<file path="src/rtl/dacif_pkg.sv">
package dacif_pkg;
  // Bit positions of the four pins inside the shared synchronizer vector
  localparam int unsigned SIG_SCLK = 0;
  localparam int unsigned SIG_SDIN = 1;
  localparam int unsigned SIG_LOAD = 2;
  localparam int unsigned SIG_CLR  = 3;
  localparam int unsigned SIG_W    = 4;
  // Idle levels: strobe and clear are inactive high, clock and data low
  localparam logic [SIG_W-1:0] SIG_IDLE = 4'b1100;
  localparam int unsigned NUM_CH = 2;
endpackage

</file>
<file path="src/rtl/dacif_rst_sync.sv">
module dacif_rst_sync #(
  parameter int unsigned STAGES = 2
) (
  input  logic clk,
  input  logic rst_n_i,
  output logic rst_n_o
);
  logic [STAGES-1:0] chain_q;
  logic [STAGES-1:0] chain_d;

  always_comb begin
    chain_d = {chain_q[STAGES-2:0], 1'b1};
  end

  always_ff @(posedge clk or negedge rst_n_i) begin
    if (!rst_n_i) chain_q <= '0;
    else          chain_q <= chain_d;
  end

  assign rst_n_o = chain_q[STAGES-1];
endmodule

</file>
<file path="src/rtl/dacif_sync.sv">
module dacif_sync #(
  parameter int unsigned W      = 4,
  parameter int unsigned STAGES = 2,
  parameter logic [W-1:0] RST_VAL = '0
) (
  input  logic         clk,
  input  logic         rst_n,
  input  logic [W-1:0] d_i,
  output logic [W-1:0] q_o
);
  logic [W-1:0] stage_q [STAGES];
  logic [W-1:0] stage_d [STAGES];

  for (genvar s = 0; s < STAGES; s++) begin : g_stage
    if (s == 0) begin : g_first
      always_comb stage_d[s] = d_i;
    end else begin : g_next
      always_comb stage_d[s] = stage_q[s-1];
    end
    always_ff @(posedge clk or negedge rst_n) begin
      if (!rst_n) stage_q[s] <= RST_VAL;
      else        stage_q[s] <= stage_d[s];
    end
  end

  assign q_o = stage_q[STAGES-1];
endmodule

</file>
<file path="src/rtl/dacif_shifter.sv">
module dacif_shifter #(
  parameter int unsigned FRAME_W = 24
) (
  input  logic               clk,
  input  logic               rst_n,
  input  logic               shift_en,
  input  logic               din,
  output logic [FRAME_W-1:0] frame_o,
  output logic               sdo_o
);
  logic [FRAME_W-1:0] frame_q;
  logic [FRAME_W-1:0] frame_d;

  always_comb begin
    frame_d = frame_q;
    if (shift_en) frame_d = {frame_q[FRAME_W-2:0], din};
  end

  always_ff @(posedge clk or negedge rst_n) begin
    if (!rst_n) frame_q <= '0;
    else        frame_q <= frame_d;
  end

  assign frame_o = frame_q;
  assign sdo_o   = frame_q[FRAME_W-1];
endmodule

</file>
<file path="src/rtl/dacif_coderegs.sv">
module dacif_coderegs #(
  parameter int unsigned CODE_W = 12,
  parameter int unsigned NUM_CH = 2,
  localparam int unsigned FRAME_W = CODE_W * NUM_CH
) (
  input  logic               clk,
  input  logic               rst_n,
  input  logic               load,
  input  logic               clear,
  input  logic [FRAME_W-1:0] frame_i,
  output logic [FRAME_W-1:0] codes_o,
  output logic               upd_o
);
  logic upd_q;
  logic upd_d;

  for (genvar ch = 0; ch < NUM_CH; ch++) begin : g_ch
    localparam int unsigned HI = FRAME_W - 1 - ch * CODE_W;
    logic [CODE_W-1:0] code_q;
    logic [CODE_W-1:0] code_d;

    // Clear wins over a load in the same cycle
    always_comb begin
      code_d = code_q;
      if (clear)     code_d = '0;
      else if (load) code_d = frame_i[HI -: CODE_W];
    end

    always_ff @(posedge clk or negedge rst_n) begin
      if (!rst_n) code_q <= '0;
      else        code_q <= code_d;
    end

    assign codes_o[HI -: CODE_W] = code_q;
  end

  always_comb upd_d = load & ~clear;

  always_ff @(posedge clk or negedge rst_n) begin
    if (!rst_n) upd_q <= 1'b0;
    else        upd_q <= upd_d;
  end

  assign upd_o = upd_q;
endmodule

</file>
<file path="src/rtl/dual_dac_loader.sv">
module dual_dac_loader
  import dacif_pkg::*;
#(
  parameter int unsigned CODE_W      = 12,
  parameter int unsigned SYNC_STAGES = 2
) (
  input  logic              clk,
  input  logic              rst_n,
  input  logic              sclk_i,
  input  logic              sdin_i,
  input  logic              load_n_i,
  input  logic              clr_n_i,
  output logic [CODE_W-1:0] code_a_o,
  output logic [CODE_W-1:0] code_b_o,
  output logic              sdo_o,
  output logic              upd_o
);
  localparam int unsigned FRAME_W = NUM_CH * CODE_W;

  logic               rst_n_s;
  logic [SIG_W-1:0]   pins_raw;
  logic [SIG_W-1:0]   pins_s;
  logic [1:0]         prev_q;
  logic [1:0]         prev_d;
  logic               load_lvl;
  logic               clear_lvl;
  logic               shift_pulse;
  logic               load_pulse;
  logic [FRAME_W-1:0] frame_q;
  logic [FRAME_W-1:0] codes;

  dacif_rst_sync #(.STAGES(SYNC_STAGES)) u_rst (
    .clk     (clk),
    .rst_n_i (rst_n),
    .rst_n_o (rst_n_s)
  );

  always_comb begin
    pins_raw           = '0;
    pins_raw[SIG_SCLK] = sclk_i;
    pins_raw[SIG_SDIN] = sdin_i;
    pins_raw[SIG_LOAD] = load_n_i;
    pins_raw[SIG_CLR]  = clr_n_i;
  end

  dacif_sync #(.W(SIG_W), .STAGES(SYNC_STAGES), .RST_VAL(SIG_IDLE)) u_sync (
    .clk   (clk),
    .rst_n (rst_n_s),
    .d_i   (pins_raw),
    .q_o   (pins_s)
  );

  // Edge detection: bit 0 follows the serial clock, bit 1 the strobe
  always_comb prev_d = {pins_s[SIG_LOAD], pins_s[SIG_SCLK]};

  always_ff @(posedge clk or negedge rst_n_s) begin
    if (!rst_n_s) prev_q <= 2'b10;
    else          prev_q <= prev_d;
  end

  always_comb begin
    load_lvl    = pins_s[SIG_LOAD];
    clear_lvl   = ~pins_s[SIG_CLR];
    shift_pulse = pins_s[SIG_SCLK] & ~prev_q[0] & ~load_lvl;
    load_pulse  = load_lvl & ~prev_q[1];
  end

  dacif_shifter #(.FRAME_W(FRAME_W)) u_shift (
    .clk      (clk),
    .rst_n    (rst_n_s),
    .shift_en (shift_pulse),
    .din      (pins_s[SIG_SDIN]),
    .frame_o  (frame_q),
    .sdo_o    (sdo_o)
  );

  dacif_coderegs #(.CODE_W(CODE_W), .NUM_CH(NUM_CH)) u_codes (
    .clk     (clk),
    .rst_n   (rst_n_s),
    .load    (load_pulse),
    .clear   (clear_lvl),
    .frame_i (frame_q),
    .codes_o (codes),
    .upd_o   (upd_o)
  );

  assign code_a_o = codes[FRAME_W-1 -: CODE_W];
  assign code_b_o = codes[CODE_W-1:0];
endmodule

</file>
<file path="config.mk">
export PLATFORM = sky130hd
export DESIGN_NAME = dual_dac_loader
export DESIGN_NICKNAME = d
export VERILOG_FILES = /design/src/rtl/dacif_pkg.sv /design/src/rtl/dacif_rst_sync.sv /design/src/rtl/dacif_sync.sv /design/src/rtl/dacif_shifter.sv /design/src/rtl/dacif_coderegs.sv /design/src/rtl/dual_dac_loader.sv
export SDC_FILE = /design/constraint.sdc
export NUM_CORES = 1
export LEC_CHECK = 0
export ABC_AREA = 1
export BUFFER_PORTS_ARGS = -buffer_cell sky130_fd_sc_hd__buf_4
export CAP_MARGIN = 20
export CORE_AREA = 5 5 97 99
export CTS_BUF_LIST = sky130_fd_sc_hd__clkbuf_4 sky130_fd_sc_hd__clkbuf_8
export DETAILED_ROUTE_END_ITERATION = 10
export DIE_AREA = 0 0 102 104
export SKIP_LAST_GASP = 1
export SYNTH_ARGS = -nofsm -noshare
export SYNTH_HDL_FRONTEND = slang
export SYNTH_SLANG_ARGS = --single-unit
</file>
<file path="constraint.sdc">
create_clock -name clk -period 2.03 [get_ports clk]
set_input_delay 0.406 -clock clk [delete_from_list [all_inputs] [get_ports clk]]
set_output_delay 0.406 -clock clk [all_outputs]
set_load 0.01 [all_outputs]
</file>
# Yosys cells after proc, flatten, opt, wreduce, memory -nomap -nowiden
# Index checks and enable logic that the tools add are counted.
[op_classes] n_eq_ne=1 n_mux=4 n_bitwise=7
[op_table] operator="two-way mux 12 bit" count=4
[op_table] operator="AND 1 bit" count=4
[op_table] operator="inverter 1 bit" count=3
[op_table] operator="!= test 2 x 1 -> 1 bit (second input constant)" count=1
[totals] regBits=61 inputBits=6 out_inout_bits=26 elab_cells=20

# Longest topological paths before layout
# Gate-level depths: netlist (run 1).
[depth] ltp_word=4 ltp_mapped=6 ltp_nobuf=4

# Cells and area by module
# From an unflattened synthesis (run 1), not the netlist that was laid out.
[unflattened] hier_cells=229 area_unflattened_um2=2323.5
[modules_own_cells] module="dacif_coderegs" instances=1 cells_each=108 area_per_inst_um2=1002.2 seq_area_each_um2=625.6
[modules_own_cells] module="dacif_shifter" instances=1 cells_each=103 area_per_inst_um2=987.2 seq_area_each_um2=600.6
[modules_own_cells] module="dacif_sync" instances=1 cells_each=8 area_per_inst_um2=205.2 seq_area_each_um2=205.2
[modules_own_cells] module="dual_dac_loader" instances=1 cells_each=7 area_per_inst_um2=75.1 seq_area_each_um2=51.3
[modules_own_cells] module="dacif_rst_sync" instances=1 cells_each=3 area_per_inst_um2=53.8 seq_area_each_um2=50.0

# Worst setup path after synthesis (run 1)
# No wires, ideal clock.
[synth_timing] path_kind="register to register" startpoint="reg u_sync.stage_q, in the netlist u_sync.q_o[2]" endpoint="reg u_codes.g_ch[0].code_q[0]" setup_time_ps=118 t_arrival_ps=986 setup_slack_ps=926 stages_incl_launch_ff=6 path_cell_list="dfstp_2 buf_6 nand2_4 buf_4 nand3_1 nand2_1"
[synth_between] elab_chain_cells=2
[synth_rtl] item="from (decl)" line="dacif_sync.sv:11" source="logic [W-1:0] stage_q [STAGES];"
[synth_rtl] item="from (signal, indexed assignment)" line="dacif_sync.sv:22" source="else stage_q[s] <= stage_d[s];"
[synth_rtl] item="AND 1 bit" line="dual_dac_loader.sv:65" source="load_pulse = load_lvl & ~prev_q[1];"
[synth_rtl] item="!= test 2 x 1 -> 1 bit (no line)"
[synth_rtl] item="to (signal assigned)" line="dacif_coderegs.sv:31" source="else code_q <= code_d;"
[synth_rtl] item="to (decl)" line="dacif_coderegs.sv:19" source="logic [CODE_W-1:0] code_q;"
# Every way passes these cells.
# A chain may end at the register's enable or synchronous reset.

# Worst setup path in the final report (run 1)
[layout_timing] startpoint="reg u_sync.stage_q, in the netlist u_sync.q_o[2]" endpoint="reg u_shift.frame_q[22], in the netlist u_shift.frame_o[22]"
[layout_between] elab_chain_cells=2
[layout_rtl] item="inverter 1 bit" line="dual_dac_loader.sv:64" source="shift_pulse = pins_s[SIG_SCLK] & ~prev_q[0] & ~load_lvl;"
[layout_rtl] item="AND 1 bit" line="dual_dac_loader.sv:64"
[layout_rtl] item="to (signal assigned)" line="dacif_shifter.sv:21" source="else frame_q <= frame_d;"
[layout_rtl] item="to (decl)" line="dacif_shifter.sv:11" source="logic [FRAME_W-1:0] frame_q;"
# Every way passes these cells.

==> impl_metrics.tcl, run 1 <==
set metrics [dict create \
    status "finished clean" \
    p_sw_mw 0.636 \
    hold_class "input pin to register" \
    diodes 0 \
    drive_gt1_share_pct 28.4 \
    setup_violations 0 \
    drt-vias-per-instance 4.82 \
    ctsResizeCount 0 \
    port_buffers 31 \
    fin_cells 376 \
    routed_wl_um 5000 \
    worstSkewPairLatency_ps 340 \
    combPwrFrac_pct 6.5 \
    core-area_um2 8470 \
    clkSlewWorstSetupHoldPaths_ps 70 \
    dp_hpwl_um 3170 \
    ys_ff_latch 61 \
    h-tree-depth 3 \
    endpoint_kind "register" \
    grt_max_degree 60 \
    fmax_ghz 0.684 \
    critPathMaxFanout 25 \
    fin_tns_setup_ps 0 \
    netlist_instances 234 \
    cts_buffer_depth 2 \
    ys_types 17 \
    ir_drop_uv 262 \
    setup_ws_ps 567 \
    synth_top_area_share_pct 57.2 \
    dp_cells 359 \
    fin_nets 269 \
    clock_power_share_pct 43.6 \
    ys_seq_area_share_pct 62.5 \
    die_x_um 102 \
    wl_per_cell_um 13.3 \
    grt_pass1_vias 1735 \
    rows 34 \
    drc_errors 0 \
    finalCritPeriodShare_pct 72.1 \
    vias 1814 \
    synth_top_area_cell "dfrtp_1" \
    internal_power_mw 2.06 \
    synthTopCellsByArea "dfrtp_1, nand4_1, nand2_1" \
    rsz0062_at_grt "false" \
    drt_iter0_drc 69 \
    num_io_pins 32 \
    syn_nets 240 \
    finalMaxSlewViolations 0 \
    avgSynthCellArea_um2 10.5 \
    antenna_left 0 \
    fin_skew_ps 10.7 \
    crit_path_start_kind "register" \
    crit_type "register to register" \
    root_buffer "clkbuf_8" \
    swShare_pct 23.6 \
    clkSinkCount 61 \
    cap_violations 0 \
    power.total_mw 2.70 \
    seqPwrFrac_pct 49.9 \
    power_leakage_nw 1.56 \
    grt_remaining_overflow 0 \
    firstDrtPassIters 4 \
    cts_tree "yes" \
    dieArea_um2 10600 \
    grt_pass1_wl_um 8510 \
    period_minus_slack_ps 1460 \
    cp_data_arrival_time_ps 1730 \
    area_growth_pct 21.0 \
    final_util_pct 35.0 \
    hold_viol 0 \
    final_cell_mix "nand2_1, dfrtp_1, nand4_1, buf_4, nand3_1" \
    place_ws_ps 579 \
    worstPathRequired_ps 2300 \
    initial_core_util_pct 29.0 \
    power.density_nw_per_um2 909 \
    cts_buffers 9 \
    netlist_area_um2 2450 \
    place.gp.congestion 0.707 \
    dieHeight_um 104 \
    final_common_cell "nand2_1" \
    antenna_found_initial 0 \
    yosys_warnings 0 \
    grt_use_total_pct 10.1 \
]
==> power by group through the flow <==
stage / sequential (mW) / clock [mW] / combinational (mW)
2_1_floorplan: 1.36 / 0 / 0.123
3_3_place_gp: 1.37 / 0 / 0.176
3_5_place_dp: 1.37 / 0 / 0.179
4_1_cts: 1.35 / 1.20 / 0.180
5_1_grt: 1.35 / 1.27 / 0.198
6_report: 1.35 / 1.17 / 0.176
==> timing repair <==
action	CTS	global route
hold endpoints to repair	2	0
hold buffers	1	0
buffers inserted	0	0
==> registers in the layout (all words and copies together) (netlist names) <==
name / count
u_codes.g_ch.code_q: 24
u_shift.frame_o: 24
u_sync.q_o: 4
u_sync.stage_d: 4
prev_q: 2
u_rst.chain_q: 2
u_codes.upd_o: 1
==> layout make-up <==
type / instances / area (um^2)
Timing Repair Buffer: 39 / 308
Inverter: 4 / 22.5
Multi-Input combinational cell: 148 / 752
Sequential cell: 61 / 1530
Clock buffer: 11 / 139
Fill cell: 861 / 5500
Clock inverter: 5 / 75.1
Tap cell: 108 / 135
==> critical path, cell delays in order, from the launching register on <==
cell and delay, ps:
dfstp_2 810, inv_8 140, nand3_4 280, nand2_1 90, nand2_1 70
==> metal layers <==
metal | GRT usage, % | wire length (um) | share of wire [%] | up-vias
met5 | 0 | 0 | 0 | -
met4 | 5.53 | 80 | 1.6 | 0
met3 | 2.95 | 303 | 6.1 | 10
met2 | 14.9 | 2270 | 45 | 57
met1 | 13.2 | 2350 | 47 | 874
li1 | - | - | - | 873
==> per-stage QoR <==
stage          hold WS, ps  instance area (um^2)
2_1_floorplan          110                  2450
3_3_place_gp           188                  2740
3_5_place_dp           190                  2740
4_1_cts                161                  2970
5_1_grt                157                  2970
6_report               173                  2970
==> cell usage after synthesis <==
cell type,number
buf_2,10
conb_1,1
buf_6,2
nand4_1,48
inv_8,1
nand2_2,10
nand3_4,1
buf_8,1
nand2_4,1
clkbuf_1,1
nand2_1,62
dfrtp_1,56
dfstp_2,5
buf_4,7
nand3_1,24
inv_2,3
nor2_1,1
==> final timing paths <==
check	start	endpoint	cells after the start	slack, ps
max	u_sync.q_o[2]	u_shift.frame_o[22]	4	570
min	sdin_i	u_sync.stage_d[1]	1	170
max reg2reg	u_sync.q_o[2]	u_shift.frame_o[22]	4	570
min reg2reg	u_rst.chain_q[1]	u_shift.frame_o[0]	1	260
max in group asynchronous	u_rst.chain_q[1]	u_sync.q_o[2]	1	1470
min in group asynchronous	u_rst.chain_q[1]	u_shift.frame_o[0]	1	260
==> cell families (layout without fill, tap and decap cells) <==
family	Yosys count	after routing	share of synthesized area, %
buffers and inverters	25	59	6.79
DFF	61	61	62.5
other	1	1	0.153
and+or+nand+nor	147	147	30.5
Power figures use the tool's default switching activity.
==> inputs of run 2 (changes only) <==
- ABC_AREA: 1 -> 0
- CORE_AREA: 5 5 97 99 -> 5 5 94 96
- DIE_AREA: 0 0 102 104 -> 0 0 99 101
- clock period: 2.03 -> 1.23 ns (I/O delays scaled with it)
==> run 2 against run 1 <==
Cell count down 14%. Clock power rose by 79%. Synthesized cell count down 26%. The flow now finishes with violations (setup timing). Die area is 5.7% lower. Routed wire length shrank 18%. Sequential share of layout area grew 0.087 points. Global-route usage down 1.1 points. Combinational power up 110%. Largest power group unchanged.
==> impl_metrics.tcl, run 2 <==
set metrics [dict create \
    fin_tns_setup_ps -1760 \
    swShare_pct 21.4 \
    core-area_um2 7970 \
    power.total_mw 4.78 \
    seqPwrFrac_pct 48.6 \
    synthFlopType "dfrtp_1" \
    period_minus_slack_ps 1310 \
    finalCritPeriodShare_pct 106 \
    worstSkewPairLatency_ps 330 \
    r2r_cells 3 \
    num_io_pins 32 \
    initial_core_util_pct 28.5 \
    cts_tree "yes" \
    final_cell_mix "dfrtp_1, nand2_1, buf_4, mux2_2, a21boi_1" \
    dieHeight_um 101 \
    crit_type "register to register" \
    die_x_um 99 \
    rows 33 \
    fin_skew_ps 8.51 \
    ys_types 16 \
    worstPathRequired_ps 1440 \
    drive_gt1_share_pct 38.4 \
    synth_top_area_share_pct 61.7 \
    synthAdderAreaFrac_pct 0 \
    fin_nets 221 \
    syn_nets 178 \
    grt_pass1_vias 1397 \
    grt_max_degree 34 \
    h-tree-depth 3 \
    diodes 0 \
    clkSlewWorstSetupHoldPaths_ps 60 \
    worstHoldPathCells 1 \
    cp_data_arrival_time_ps 1520 \
    fin_cells 324 \
    violations "setup timing" \
    synth_simple_gate_area_share_pct 9.59 \
    vias 1345 \
    routed_wl_um 4100 \
    rsz0062_at_grt "true" \
    n_fill_cell 786 \
    cts_buffers 9 \
    combPwrFrac_pct 7.7 \
    post-cts-setup-buffers 0 \
    synth_top_area_cell "dfrtp_1" \
    netlist_instances 172 \
    grt_pass1_wl_um 6960 \
    setup_ws_ps -79.6 \
    final_common_cell "dfrtp_1" \
    crit_path_start_kind "register" \
    root_buffer "clkbuf_8" \
    synthMuxAreaShare_pct 11.9 \
    whs_ps 20.9 \
    dp_cells 304 \
    synthTopCellsByCount "dfrtp_1, nand2_1, mux2_2, a21boi_0, dfstp_2" \
    setup_violations 36 \
    clkSinkCount 61 \
    cap_violations 0 \
    power.density_nw_per_um2 1610 \
    crit_buf_inv 1 \
    ir_drop_uv 794 \
    synthTopCellsByArea "dfrtp_1, mux2_2, nand2_1" \
    drc_errors 0 \
    grt_use_total_pct 8.99 \
    dieArea_um2 10000 \
    avgSynthCellArea_um2 13.2 \
    cts_buffer_depth 2 \
    hold_class "input pin to register" \
    power_leakage_nw 1.38 \
    path_cells "nor3b_4 > buf_12 > mux2_2" \
    drt-vias-per-instance 4.15 \
    dp_hpwl_um 2640 \
    area_growth_pct 30.4 \
    p_sw_mw 1.02 \
    drt_iter0_drc 54 \
    yosys_warnings 0 \
    wl_per_cell_um 12.7 \
    antenna_left 0 \
    yosys.area_share.xor_xnor_pct 0 \
    synth_edf_count 0 \
    ys_ff_latch 61 \
    endpoint_kind "register" \
    critPathMaxFanout 24 \
    max_stage_delay_ps 390 \
    status "complete, but fails checks" \
    port_buffers 31 \
    ys_seq_area_share_pct 67.5 \
    synth_top_family_by_area "multiplexers" \
    yosysMostFrequentCell "dfrtp_1" \
    async_reset_ff_share_pct 100 \
    antenna_found_initial 0 \
    critPathSlowestCell "dfstp_2" \
    clock_power_share_pct 43.7 \
    worst-path-stages 3 \
    hold_viol 0 \
    netlist_area_um2 2270 \
    cp_top_family "flip-flops" \
    grt_remaining_overflow 0 \
    place.gp.congestion 0.679 \
    firstDrtPassIters 4 \
    synth_compound_area_share_pct 7.93 \
    fmax_ghz 0.764 \
    finalMaxSlewViolations 0 \
    internal_power_mw 3.76 \
]
-- run 2: changes by cell type after synthesis, moves of 10 or more --
cell,before,now
nand4_1,48,0
nand3_1,24,0
mux2_2,0,23
a21boi_0,0,20
nand2_1,62,48
nand2_2,10,0
-- run 2: cell families (layout without fill, tap and decap cells) --
logic type             count (synthesis)  in the layout
AO/OA/AOI/OAI                         24             24
other                                  1              1
multiplexers                          24             24
flip-flops                            61             61
buffers and inverters                 10             57
AND/OR/NAND/NOR                       52             52
-- run 2: power by group through the flow --
stage	sequential [mW]	combinational, mW	clock (mW)
final	2.32	0.368	2.09
after global routing	2.35	0.411	2.23
after CTS	2.33	0.361	2.15
after detailed placement	2.36	0.350	0
after global placement	2.36	0.343	0
after floorplan	2.35	0.211	0
-- run 2: per-layer routing --
metal  track usage, %  share of wire (%)  up-vias  wire, um
met5                0                  0        -         0
met4             4.73                2.3        0        96
met3             3.94                5.7       10       233
met2             13.2                 45       29      1860
met1             11.1                 47      653      1920
li1                 -                  -      653         -
-- run 2: through the flow --
step	setup WS, ps	instance area, um^2	utilization [%]
5_1_grt	-130	2960	37.1
3_3_place_gp	-34.8	2660	33.3
2_1_floorplan	-85.8	2280	-
3_5_place_dp	-65.0	2660	33.3
6_report	-79.6	2960	37.1
4_1_cts	-86.7	2920	36.6
-- run 2: worst register-to-register path: stages, from the launching register on --
cell and delay [ps]:
dfstp_2 390, nor3b_4 230, buf_12 200, mux2_2 360
-- run 2: final timing paths --
| check | endpoint | from | slack [ps] |
|---|---|---|---|
| worst max-delay path | u_shift.frame_o[16] | u_sync.q_o[2] | -80 |
| worst min-delay path | u_sync.stage_d[3] | clr_n_i | 20 |
| worst max register to register | u_shift.frame_o[16] | u_sync.q_o[2] | -80 |
| worst min register to register | u_shift.frame_o[14] | u_rst.chain_q[1] | 150 |
| max in group asynchronous | u_sync.stage_d[2] | u_rst.chain_q[1] | 540 |
| min in group asynchronous | u_shift.frame_o[14] | u_rst.chain_q[1] | 150 |
-- run 2: final cells by class --
cell class	instances	area, um^2	share of cell area [%]
tap	105	131	4.44
clock buffer	10	131	4.44
sequential	61	1530	51.8
multi-input combinational	101	679	23.0
timing repair buffer	42	384	13.0
clock inverter	5	100	3.38
-- run 2: repair_timing --
action / CTS / global route
hold buffers: 3 / 1
setup endpoints to repair: 45 / 48
endpoints found under the hold margin: 4 / 1
resized for setup: 0 / 13
cloned: 0 / 1
==> inputs of run 3 (changes only) <==
- ABC_AREA: 0 -> 1
- CORE_AREA: 5 5 94 96 -> 5 5 108 89
- DIE_AREA: 0 0 99 101 -> 0 0 113 94
==> run 3 against run 2 <==
The flow now finishes without violations. Die area increased by 6.2%. Non-clock buffer count increased by 10. Register-to-register slack improved by 120 ps. Critical endpoint is now u_shift.frame_o[8]. Largest cell class unchanged. Highest routed layer unchanged.
==> impl_metrics.tcl, run 3 (synthesized netlist as in run 1, its figures left out) <==
set metrics [dict create \
    dieHeight_um 94 \
    r2r_slack_ps 40 \
    clkSlewWorstSetupHoldPaths_ps 60 \
    diodes 0 \
    drive_gt1_share_pct 30.5 \
    initial_core_util_pct 29.3 \
    drt-vias-per-instance 4.65 \
    hold_viol 0 \
    drt_iter0_drc 131 \
    crit_path_start_kind "register" \
    place.gp.congestion 0.742 \
    final_cell_mix "nand2_1, dfrtp_1, nand4_1, buf_4, nand3_1" \
    finalCritPeriodShare_pct 96.8 \
    die_x_um 113 \
    dp_cells 366 \
    hold_class "input pin to async pin" \
    area_growth_pct 27.0 \
    status "finished clean" \
    worstPathRequired_ps 1460 \
    grt_use_total_pct 10.8 \
    worstSkewPairLatency_ps 350 \
    grt_max_degree 60 \
    dieArea_um2 10600 \
    root_buffer "clkbuf_8" \
    cp_data_arrival_time_ps 1420 \
    fmax_ghz 0.839 \
    crit_type "register to register" \
    ir_drop_uv 541 \
    fin_cells 394 \
    grt_pass1_wl_um 8850 \
    grt_pass1_vias 1689 \
    rsz0062_at_grt "true" \
    routed_wl_um 5410 \
    final_util_pct 37.2 \
    drc_errors 0 \
    rows 30 \
    max_stage_delay_ps 720 \
    core-area_um2 8370 \
    period_minus_slack_ps 1190 \
    h-tree-depth 3 \
    endpoint_kind "register" \
    firstDrtPassIters 4 \
    critPathSlowestCell "dfstp_4" \
    cts_buffer_depth 2 \
    whs_ps 218 \
    grt_remaining_overflow 0 \
    wl_per_cell_um 13.7 \
    finalMaxSlewViolations 0 \
    cap_violations 0 \
    path_cells "inv_8 > buf_4 > nand4_1 > nand2_1" \
    num_io_pins 32 \
    power_leakage_nw 1.62 \
    antenna_left 0 \
    antenna_found_initial 0 \
    critPathMaxFanout 9 \
    setup_violations 0 \
    dp_hpwl_um 3230 \
    port_buffers 31 \
    cts_buffers 9 \
    fin_tns_setup_ps 0 \
    final_common_cell "nand2_1" \
    fin_nets 283 \
    power.density_nw_per_um2 1330 \
    cts_tree "yes" \
    fin_skew_ps 10.3 \
    vias 1834 \
    clkSinkCount 61 \
    n_fill_cell 826 \
]
run 3: changes by cell type in the layout (fill, tap and decap cells not counted), moves of 10 or more:
cell and change:
nand3_1 +24, buf_4 +10, a21boi_1 -15, nand4_1 +48
nand2_1 +14, mux2_2 -23, nand2_2 +10
run 3: cell type report:
type / instances / area [um^2] / area share, %
flip-flops and latches: 61 / 1540 / 49.4
multi-input cells: 149 / 778 / 25.0
repair buffers: 52 / 458 / 14.7
well taps: 112 / 140 / 4.50
clock buffers: 9 / 124 / 3.98
clock inverters: 7 / 51.3 / 1.65
inverters: 4 / 22.5 / 0.724
run 3: worst max-delay path: cells and delay by family (launching register included):
kind,cells,cell delay [ps]
and+or+nand+nor,2,130
buffers and inverters,2,220
DFF,1,720
run 3: final timing paths:
path	from	end	cells after the start
min	rst_n	u_rst.chain_q[1]	2
max in group asynchronous	u_rst.chain_q[1]	prev_q[1]	1
min reg2reg	u_rst.chain_q[1]	u_sync.q_o[0]	1
min in group clk	u_sync.stage_d[1]	u_sync.q_o[1]	0
max reg2reg	u_sync.q_o[2]	u_shift.frame_o[8]	4
max	u_sync.q_o[2]	u_shift.frame_o[8]	4
run 3: repair_timing:
action	4_1_cts	5_1_grt
setup buffers	0	5
gates resized for setup	0	3
endpoints found under the setup margin	5	36
hold buffers	5	0
endpoints found under the hold margin	6	0
pin swaps	0	2
cloned	0	2
run 3: where the power goes:
| part | switching (mW) | internal, mW | leakage (nW) |
|---|---|---|---|
| clock network | 0.830 | 0.738 | 0.0909 |
| registers | 0.0965 | 2.12 | 0.811 |
| logic | 0.215 | 0.149 | 0.715 |
| total | 1.14 | 3.00 | 1.62 |
run 3: metrics by stage:
| step | power (mW) | worst slack [ps] | instance area (um^2) |
|---|---|---|---|
| after floorplan | 2.45 | 126 | 2450 |
| after global placement | 2.57 | 40.5 | 2790 |
| after detailed placement | 2.57 | 5.75 | 2790 |
| after CTS | 4.18 | -8.53 | 3020 |
| after global routing | 4.36 | -8.06 | 3110 |
| final | 4.14 | 38.8 | 3110 |
run 3: routing by layer:
metal / global-route usage, % / up-vias / routed length (um) / part of all wire (%)
met5: 0 / - / 0 / 0
met3: 4.76 / 10 / 320 / 5.9
met1: 14.8 / 881 / 2830 / 52
met2: 14.7 / 40 / 2180 / 40
li1: - / 903 / - / -
met4: 4.20 / 0 / 72 / 1.3
